<file path="src/rtl/gsdrv_pkg.sv">
package gsdrv_pkg;
  localparam int CH_PER_CHIP    = 16;
  localparam int LVL_W          = 12;
  localparam int CLEAR_PAD_BITS = 8;

  // serial bits of one refresh frame for a chain of nchips
  function automatic int frame_bits(input int nchips);
    return nchips * CH_PER_CHIP * LVL_W;
  endfunction

  // startup clear frame: one extra byte per chip
  function automatic int clear_bits(input int nchips);
    return frame_bits(nchips) + nchips * CLEAR_PAD_BITS;
  endfunction

  typedef enum logic [2:0] {
    ST_CLEAR, ST_CLRWAIT, ST_BLANK, ST_FILL, ST_LATCH, ST_GAP, ST_RUN
  } seq_state_t;
endpackage

</file>
<file path="src/rtl/gs_level_store.sv">
module gs_level_store
  import gsdrv_pkg::*;
#(
  parameter int NOUT  = 64,
  parameter int IDX_W = 8
) (
  input  logic                   clk,
  input  logic                   rst_n,
  input  logic                   wr_en,
  input  logic [IDX_W-1:0]       wr_idx,
  input  logic [LVL_W-1:0]       wr_data,
  output logic                   wr_ok,
  output logic [NOUT*LVL_W-1:0]  levels_flat
);
  localparam int SEL_W = $clog2(NOUT);

  logic [LVL_W-1:0] shadow [NOUT];

  assign wr_ok = wr_en && (int'(wr_idx) < NOUT);

  always_ff @(posedge clk or negedge rst_n) begin
    if (!rst_n) begin
      for (int i = 0; i < NOUT; i++) shadow[i] <= '0;
    end else if (wr_ok) begin
      shadow[wr_idx[SEL_W-1:0]] <= wr_data;
    end
  end

  // output k occupies bits [12k+11:12k]; the top bit leaves the wire first
  for (genvar g = 0; g < NOUT; g++) begin : g_flat
    assign levels_flat[g*LVL_W +: LVL_W] = shadow[g];
  end

  assert_ignore_oob_R8: assert property (@(posedge clk) disable iff (!rst_n)
    (wr_en && !wr_ok) |=> $stable(levels_flat));
endmodule

</file>
<file path="src/rtl/gs_frame_shifter.sv">
module gs_frame_shifter
  import gsdrv_pkg::*;
#(
  parameter int NCHIP    = 4,
  parameter int SCK_HALF = 2
) (
  input  logic                          clk,
  input  logic                          rst_n,
  input  logic                          start,
  input  logic                          clear_frame,
  input  logic [frame_bits(NCHIP)-1:0]  frame_in,
  output logic                          sclk,
  output logic                          sout,
  output logic                          busy,
  output logic                          done
);
  localparam int FB    = frame_bits(NCHIP);
  localparam int CB    = clear_bits(NCHIP);
  localparam int PAD   = CB - FB;
  localparam int CNT_W = $clog2(CB + 1);
  localparam int DIV_W = $clog2(SCK_HALF + 1);

  logic [CB-1:0]    sr;
  logic [CNT_W-1:0] left;
  logic [DIV_W-1:0] div;

  wire half_done = (div == DIV_W'(SCK_HALF - 1));

  always_ff @(posedge clk or negedge rst_n) begin
    if (!rst_n) begin
      sr <= '0; left <= '0; div <= '0;
      sclk <= 1'b0; busy <= 1'b0; done <= 1'b0;
    end else begin
      done <= 1'b0;
      if (start && !busy) begin
        sr   <= clear_frame ? '0 : {frame_in, {PAD{1'b0}}};
        left <= clear_frame ? CNT_W'(CB) : CNT_W'(FB);
        busy <= 1'b1;
        div  <= '0;
        sclk <= 1'b0;
      end else if (busy) begin
        if (half_done) begin
          div <= '0;
          if (!sclk) begin
            sclk <= 1'b1;
          end else begin
            sclk <= 1'b0;
            sr   <= sr << 1;
            if (left == CNT_W'(1)) begin
              busy <= 1'b0;
              done <= 1'b1;
            end else begin
              left <= left - CNT_W'(1);
            end
          end
        end else begin
          div <= div + DIV_W'(1);
        end
      end
    end
  end

  assign sout = busy & sr[CB-1];

  assert_sclk_idle_R3: assert property (@(posedge clk) disable iff (!rst_n)
    !busy |-> !sclk);
  assert_no_restart_R5: assert property (@(posedge clk) disable iff (!rst_n)
    start |-> !busy);
endmodule

</file>
<file path="src/rtl/gs_cycle_timer.sv">
module gs_cycle_timer #(
  parameter int GS_STEPS = 4096,
  parameter int GS_HALF  = 4
) (
  input  logic clk,
  input  logic rst_n,
  input  logic run,
  output logic gsclk,
  output logic cyc_end
);
  localparam int STEP_W = $clog2(GS_STEPS + 1);
  localparam int DIV_W  = $clog2(GS_HALF + 1);

  logic [STEP_W-1:0] steps;
  logic [DIV_W-1:0]  div;

  wire tick = run && (div == DIV_W'(GS_HALF - 1));
  // the last falling edge of the cycle closes it
  assign cyc_end = tick && gsclk && (steps == STEP_W'(GS_STEPS - 1));

  always_ff @(posedge clk or negedge rst_n) begin
    if (!rst_n) begin
      div <= '0; steps <= '0; gsclk <= 1'b0;
    end else if (!run) begin
      div <= '0; steps <= '0; gsclk <= 1'b0;
    end else if (tick) begin
      div   <= '0;
      gsclk <= !gsclk;
      if (gsclk) steps <= steps + STEP_W'(1);
    end else begin
      div <= div + DIV_W'(1);
    end
  end

  assert_step_bound_R2: assert property (@(posedge clk) disable iff (!rst_n)
    steps <= STEP_W'(GS_STEPS));
  assert_stop_on_end_R2: assert property (@(posedge clk) disable iff (!rst_n)
    cyc_end |=> !run);
endmodule

</file>
<file path="src/rtl/gs_chain_refresh.sv">
module gs_chain_refresh
  import gsdrv_pkg::*;
#(
  parameter int NUM_CHIPS = 4,
  parameter int GS_STEPS  = 4096,
  parameter int GS_HALF   = 4,
  parameter int SCK_HALF  = 2,
  parameter int IDX_W     = 8
) (
  input  logic             clk,
  input  logic             rst_n,
  input  logic             mode_alt,
  input  logic             wr_en,
  input  logic [IDX_W-1:0] wr_idx,
  input  logic [11:0]      wr_data,
  output logic             gsclk,
  output logic             blank,
  output logic             sclk,
  output logic             sout,
  output logic             xlat
);
  localparam int NOUT = NUM_CHIPS * CH_PER_CHIP;
  localparam int FB   = frame_bits(NUM_CHIPS);

  seq_state_t state, state_nx;
  logic dirty, latch_pend;

  // named internal events
  logic          wr_ok, sh_start, sh_clear, sh_busy, sh_done, cyc_end, gs_run, frame_snap;
  logic [FB-1:0] levels_flat;

  gs_level_store #(.NOUT(NOUT), .IDX_W(IDX_W)) u_store (
    .clk, .rst_n, .wr_en, .wr_idx, .wr_data, .wr_ok, .levels_flat
  );

  gs_frame_shifter #(.NCHIP(NUM_CHIPS), .SCK_HALF(SCK_HALF)) u_shift (
    .clk, .rst_n, .start(sh_start), .clear_frame(sh_clear), .frame_in(levels_flat),
    .sclk, .sout, .busy(sh_busy), .done(sh_done)
  );

  gs_cycle_timer #(.GS_STEPS(GS_STEPS), .GS_HALF(GS_HALF)) u_timer (
    .clk, .rst_n, .run(gs_run), .gsclk, .cyc_end
  );

  always_comb begin
    sh_start = 1'b0;
    sh_clear = 1'b0;
    state_nx = state;
    unique case (state)
      ST_CLEAR:   begin sh_start = 1'b1; sh_clear = 1'b1; state_nx = ST_CLRWAIT; end
      ST_CLRWAIT: if (sh_done) state_nx = ST_LATCH;
      ST_BLANK: begin
        if (mode_alt) begin
          if (!sh_busy) begin sh_start = 1'b1; state_nx = ST_FILL; end
        end else begin
          state_nx = latch_pend ? ST_LATCH : ST_GAP;
        end
      end
      ST_FILL:    if (sh_done) state_nx = ST_LATCH;
      ST_LATCH:   state_nx = ST_GAP;
      ST_GAP: begin
        sh_start = !mode_alt && dirty && !sh_busy;
        state_nx = ST_RUN;
      end
      ST_RUN:     if (cyc_end) state_nx = ST_BLANK;
      default:    state_nx = ST_CLEAR;
    endcase
  end

  assign frame_snap = sh_start && !sh_clear;

  always_ff @(posedge clk or negedge rst_n) begin
    if (!rst_n) begin
      state      <= ST_CLEAR;
      dirty      <= 1'b1;
      latch_pend <= 1'b0;
    end else begin
      state <= state_nx;
      if (wr_ok)           dirty <= 1'b1;
      else if (frame_snap) dirty <= 1'b0;
      if (sh_done)                latch_pend <= 1'b1;
      else if (state == ST_LATCH) latch_pend <= 1'b0;
    end
  end

  assign blank  = (state != ST_RUN);
  assign gs_run = (state == ST_RUN);
  assign xlat   = (state == ST_LATCH);

  assert_latch_has_frame_R5: assert property (@(posedge clk) disable iff (!rst_n)
    xlat |-> (latch_pend && !sh_busy));
  assert_xlat_quiet_R4: assert property (@(posedge clk) disable iff (!rst_n)
    xlat |-> (!gsclk && !sclk));
  assert_xlat_single_R4: assert property (@(posedge clk) disable iff (!rst_n)
    xlat |=> (!xlat && blank));
  assert_gs_idle_blank_R2: assert property (@(posedge clk) disable iff (!rst_n)
    blank |-> !gsclk);
endmodule

</file>
<file path="config.mk">
export PLATFORM = sky130hd
export DESIGN_NAME = gs_chain_refresh
export DESIGN_NICKNAME = d
export VERILOG_FILES = /design/src/rtl/gsdrv_pkg.sv /design/src/rtl/gs_level_store.sv /design/src/rtl/gs_frame_shifter.sv /design/src/rtl/gs_cycle_timer.sv /design/src/rtl/gs_chain_refresh.sv
export SDC_FILE = /design/constraint.sdc
export NUM_CORES = 2
export LEC_CHECK = 0
export ABC_CLOCK_PERIOD_IN_PS = 2300
export BUFFER_PORTS_ARGS = -buffer_cell sky130_fd_sc_hd__buf_4
export CAP_MARGIN = 0
export CORE_ASPECT_RATIO = 1.2
export CORE_MARGIN = 3
export CORE_UTILIZATION = 44
export CTS_CLUSTER_DIAMETER = 200
export DETAILED_ROUTE_END_ITERATION = 7
export PLACE_DENSITY_LB_ADDON = 0.3
export SYNTH_ARGS = -nofsm -noshare
export SYNTH_HDL_FRONTEND = slang
export SYNTH_SLANG_ARGS = --single-unit
export TNS_END_PERCENT = 30
</file>
<file path="constraint.sdc">
create_clock -name clk -period 2.3 [get_ports clk]
set_input_delay 0.345 -clock clk [delete_from_list [all_inputs] [get_ports clk]]
set_output_delay 0.345 -clock clk [all_outputs]
set_load 0.005 [all_outputs]
</file>
* Yosys cells after proc, flatten, opt, wreduce, memory -nomap -nowiden
Index checks and enable logic that the tools add are counted.
** Word-level totals
- Register bits :: 1605
- Bits of input ports :: 24
- Output and inout bits :: 5
- Logic and storage cells :: 179
** Cells by class
- Add/sub/neg operators :: 4
- Magnitude comparators :: 3
- Equal/unequal tests :: 17
- Muxes and demuxes :: 52
- Bitwise operators :: 2
- Reduce and logical (&&, ||, !) cells :: 25
** Operators by type and width (count)
- 800-bit 2-to-1 mux :: 5
- 768-bit bitwise mux :: 1
- 12-bit demux with 6-bit select :: 1
- 10-bit 2-to-1 mux :: 5
- 13-bit 2-to-1 mux :: 3
- 1-bit 2-to-1 mux :: 24
- 3-bit 2-to-1 mux :: 6
- 3-bit case mux with 6 select lines :: 1
- 13-bit by 1-bit adder with 13-bit output, second input constant :: 1
- 13-bit by 12-bit equality test with 1-bit output, second input constant :: 1
- 12-bit 2-to-1 mux :: 1
- 10-bit by 1-bit equality test with 1-bit output, second input constant :: 1
- 2-bit nonzero test :: 5
- 10-bit by 1-bit subtractor with 10-bit output, second input constant :: 1
- 3-bit by 2-bit equality test with 1-bit output, second input constant :: 3
- 3-bit equality test, second input constant :: 3
- 1-bit logical AND :: 9
- 8-bit by 7-bit less-than comparator with 1-bit output, second input constant :: 1
- 7-bit >= comparator, second input constant :: 1
- 7-bit by 1-bit less-than comparator with 1-bit output, second input constant :: 1
- 6-bit inverter with 7-bit output :: 1
- 2-bit 2-to-1 mux :: 3
- 6-bit 2-to-1 mux :: 1
- 2-bit inequality test, second input constant :: 3
- other kinds (14) :: 21

* Logic depth before layout (Yosys ltp)
- Depth after elaboration :: 7
- Gate-level depth with buffers :: 8
- Mapped depth without buffers :: 6

* Modules after synthesis
Synthesis repeated with hierarchy kept, for this count alone.
** Second synthesis, totals
- Cell total of the unflattened synthesis :: 6254
- Area, all modules :: 67188.2 um^2
** By module, submodules not included
- gs_frame_shifter :: instances 1, cells an instance 4342, area each 36129.7 um^2, seq. area each 19593.8 um^2
- gs_level_store :: instances 1, cells an instance 1790, area each 29841.1 um^2, seq. area each 19218.4 um^2
- gs_cycle_timer :: instances 1, cells an instance 83, area each 859.6 um^2, seq. area each 425.4 um^2
- gs_chain_refresh :: instances 1, cells an instance 39, area each 357.8 um^2, seq. area each 126.4 um^2

* Least setup slack after synthesis
Ideal clock, no wire load.
- Path kind :: register to register
- Start :: register state[1]
- End :: register u_shift.left[6]
- Library setup time :: 0.121 ns
- Data arrival time :: 1.640 ns
- Data required time :: 2.179 ns
- Slack :: 0.539 ns
- Cell stages (with the launch flop) :: 6
- Buffers on the path :: 1
- Clock period less this slack :: 1.761 ns
- Cell sequence :: dfrtp_1 nand2b_4 or3_1 clkbuf_1 a221o_1 a22o_1
** Between the ends
- Cells in the longest elaborated chain, start to end :: 5
- Elaborated cells between the ends (all ways) :: 11
- Classes of those cells :: 3 x eq/ne; 2 x mux; 6 x reduce/logical
** Ends and longest elaborated chain
- from (decl) :: RTL line gs_chain_refresh.sv:25 : seq_state_t state, state_nx;
- from (signal assigned) :: RTL line gs_chain_refresh.sv:78 : state <= state_nx;
- 3-bit equality test (tied with other cells) :: RTL line gs_chain_refresh.sv:49 : unique case (state)
- 1-bit case mux with 3 select lines * :: RTL line gs_chain_refresh.sv:49
- 1-bit logical AND * :: RTL line gs_frame_shifter.sv:35 : if (start && !busy) begin
- 2-bit by 1-bit inequality test with 1-bit output (no line) / 2-bit nonzero test (equally long branches)
- 4-bit AND reduction (no line)
- to (signal assigned) :: RTL line gs_frame_shifter.sv:37 : left <= clear_frame ? CNT_W'(CB) : CNT_W'(FB);
- to (signal assigned) :: RTL line gs_frame_shifter.sv:53 : left <= left - CNT_W'(1);
- to (decl) :: RTL line gs_frame_shifter.sv:24 : logic [CNT_W-1:0] left;
Mark *: on every way between the ends. The rest lies on a longest branch, timed or not.
A chain may end at the register's enable or synchronous reset.

* Worst setup path in the final report
- Start :: register state[0]
- End :: output port blank
** Between the ends
- Cells in the longest elaborated chain, start to end :: 1
** Ends and longest elaborated chain
- 3-bit inequality test :: RTL line gs_chain_refresh.sv:86 : assign blank = (state != ST_RUN);
- to (decl) :: RTL line gs_chain_refresh.sv:17 : output logic blank,
No other way between the ends.

==> results by group <==
Placed design
  • Hpwl dp: 92800 microns
  • DP Area: 74000 sq um
  • Dpl cells: 7321
  • GP Congestion: 0.733
  • I/O Buffers: 28

Setup path
  • Reg2reg path depth: 6
  • Critical path class: reg -> out
  • Crit path max-delay family: buffers and inverters
  • Crit end category: output pin
  • Crit path required time: 1.96 ns
  • CP Capture Point: blank
  • Crit-path cells: buf_4, and3b_2, clkinv_1, buf_4
  • Critical R2R Launch: dirty
  • CP startpoint kind: flop
  • Internal reg-to-reg setup slack: 0.14 ns
  • CP Launch Point: state[0]
  • Max stage delay on crit path: 0.39 ns
  • Worst path most repeated cell: buf_4
  • Levels on crit path: 4
  • Critical path's slowest cell: dfrtp_1
  • Worst path bufs/invs: 3
  • WP data arrival: 1.85 ns
  • Worst-path maximum fanout: 11
  • R2r endpoint: u_shift.sr[390]

Logic synthesis
  • Register area share after synthesis: 56.1%
  • FF+latch count, synth: 1573
  • Yosys Warn Count: 0
  • Post-synthesis async set-or-reset flop share: 100%
  • Post-synth top flop: dfrtp_1
  • Post-Syn Nets: 5439
  • Post-Syn Area per Cell: 13.0 sq um
  • Mapped Cells: 5411
  • Unique masters post-synth: 68
  • EDFF count, synth: 0
  • Syn Std Cell Area: 70200 sq um

STA
  • RSZ-0062 raised after global routing: no
  • FMAX: 455 MHz
  • Slew HR: 38.9%
  • Sum of negative setup slack: 0 ns
  • Endpoints failing setup: 0
  • Skew final: 0.0246 ns
  • Period Utilization, post-route: 95.6%
  • Final Hold Fails: 0
  • Tightest Pin Transition: 0.917 ns
  • Final Critical Period: 2.20 ns
  • Slew Viols, Final: 0

CTS
  • Max clock buf depth: 3
  • CTS tree: yes
  • CTS root buf: clkbuf_16
  • H-Tree Level Count: 4
  • Clock transition at path regs: 0.06 ns
  • CTS sink count: 1573
  • Worst skew pair latency: 0.78 ns
  • TritonCTS Buffers: 157

Final layout
  • Fin nets: 5423
  • Multi-input logic area: 28000 sq um
  • Storage cell area: 39400 sq um
  • Fraction of layout cells with a size suffix above 1: 37.3%
  • Design Area, Final: 79200 sq um
  • Filler cell count: 13600
  • Syn-to-layout area delta: 12.8%
  • Fin cells: 7608

Drt
  • DRT iter0 DRCs: 2567
  • Antenna Nets Post-Route: 0
  • Via density: 5.69
  • Final wirelength: 163000 microns
  • TritonRoute pass-1 iters: 5
  • Remaining DRCs: 0
  • DR WL/cell: 21.4 microns
  • Via Count: 43300

Floorplanning
  • Row count: 159
  • Io pins: 29
  • Die area: 164000 sq um
  • Overall die height: 444 microns
  • Starting Density: 44.5%
  • Die W: 371 microns
  • Core area: 158000 sq um

GRT
  • Vias in the first global route: 45600
  • GRT Residual Overflow: 0
  • First-pass GRT wire length: 264000 microns
  • Initial antenna violation count: 5
  • Largest net degree at the start of global routing: 130
  • Total track usage: 20.0%

Hold path
  • Worst min path class: in -> async

Power and ir drop
  • Leakage power: 36.8 nW
  • Pwr dens: 710 nW/um^2
  • VDD IR-drop max: 0.549 mV

Run status
  • Outcome: finished clean

Flow run
  • Max cap viols: 0
per-stage QoR:
stage                     setup WS, ns  hold WS (ns)  utilization (%)  power, W
after global placement          0.0889         0.285             46.9    0.0311
after global routing           0.00302        0.0789             50.3    0.0583
after detailed placement        0.0901         0.281             46.9    0.0312
after CTS                       0.0326        0.0618             50.2    0.0570
final                            0.101         0.116             50.3    0.0563
after floorplan                  0.539        0.0494                -    0.0298
routing by layer:
| layer | track usage, % | part of all wire [%] | up-vias |
|---|---|---|---|
| li1 | - | - | 19300 |
| met1 | 28.0 | 47 | 23200 |
| met2 | 33.0 | 48 | 583 |
| met3 | 2.52 | 2.8 | 202 |
| met4 | 5.07 | 2.2 | 4 |
| met5 | 0 | 0.017 | - |
sequential cells by signal, indices dropped and copies added, names as in the netlist:
signal and count:
state 3, dirty 1, u_shift.busy 1, u_timer.steps 13, u_store.levels_flat 768, u_shift.div 2
u_shift.done 1, u_timer.gsclk 1, latch_pend 1, u_timer.div 3, u_shift.sr 768, u_shift.left 10
u_shift.sclk 1
final cells by class:
cell class                      count  area share, %
Tap cell                         2093           3.31
Inverter                           10         0.0474
Clock buffer                      244           6.10
Sequential cell                  1573           49.7
Antenna cell                        1        0.00316
Multi-Input combinational cell   3320           35.4
Timing Repair Buffer              333           5.05
Clock inverter                     34          0.408
Yosys cell counts, types with 16 or more instances:
master | count | area (sq um)
o21ai_0 | 775 | 3880
mux2_2 | 768 | 8650
nor2_1 | 76 | 285
buf_4 | 35 | 263
dfrtp_1 | 1572 | 39300
nand2_1 | 800 | 3000
buf_1 | 16 | 60.1
a2bb2oi_2 | 700 | 10500
buf_2 | 109 | 546
buf_6 | 63 | 709
clkbuf_1 | 270 | 1010
a2bb2oi_1 | 67 | 587
where the power goes:
part | switching (W) | internal [W]
clock network | 0.0108 | 0.0149
logic | 0.00129 | 0.000734
registers | 0.000305 | 0.0283
total | 0.0123 | 0.0439
worst min path at each step:
| stage | startpoint | to | slack [ns] | cells past startpoint |
|---|---|---|---|---|
| 6_report | rst_n | u_store.levels_flat[677] | 0.12 | 2 |
| 4_1_cts | wr_data[11] | u_store.levels_flat[179] | 0.06 | 3 |
| 5_1_grt | wr_data[11] | u_store.levels_flat[179] | 0.08 | 3 |
| 2_1_floorplan | rst_n | latch_pend | 0.05 | 0 |
| 3_5_place_dp | rst_n | u_store.levels_flat[677] | 0.28 | 1 |
| 3_3_place_gp | rst_n | u_store.levels_flat[677] | 0.29 | 1 |
cell usage in the layout, fill, tap and decap left out, types with 6 or more instances in the layout:
master | Yosys | routed
clkbuf_8 | 10 | 45
a2bb2oi_2 | 700 | 700
buf_4 | 35 | 210
clkbuf_1 | 270 | 36
and2_1 | 6 | 6
or3_1 | 6 | 6
clkbuf_16 | 0 | 163
xnor2_1 | 10 | 10
nor2_1 | 76 | 76
inv_1 | 9 | 9
mux2_2 | 768 | 768
nand3_1 | 8 | 8
clkinv_2 | 0 | 20
o21ai_0 | 775 | 775
nand2_1 | 800 | 799
dfrtp_1 | 1572 | 1571
a2bb2oi_1 | 67 | 67
nand4_1 | 12 | 12
buf_12 | 0 | 117
nor3_1 | 7 | 7
and3b_1 | 7 | 6
timing repair:
item                       4_1_cts  5_1_grt
setup endpoints to repair        1        1
buffers inserted                 1        2
hold buffers                     5        0
gates resized for setup          2        0
hold endpoints to repair       912        0
cloned                           0        0
worst reg2reg max path, delay by kind of cell, from the launching register on:
family	cells	cell delay [ns]
flip-flops	1	0.55
AND/OR/NAND/NOR	2	0.37
AO/OA/AOI/OAI	2	0.48
buffers and inverters	2	0.66
cells by family after synthesis:
family | synth area share [%]
compound gates | 21.8
buf+inv | 4.05
simple gates | 5.47
xor+xnor | 0.150
mux | 12.3
fa+ha+maj | 0.0713
flops | 56.1
Note: power is estimated with default switching activity, not from simulation.
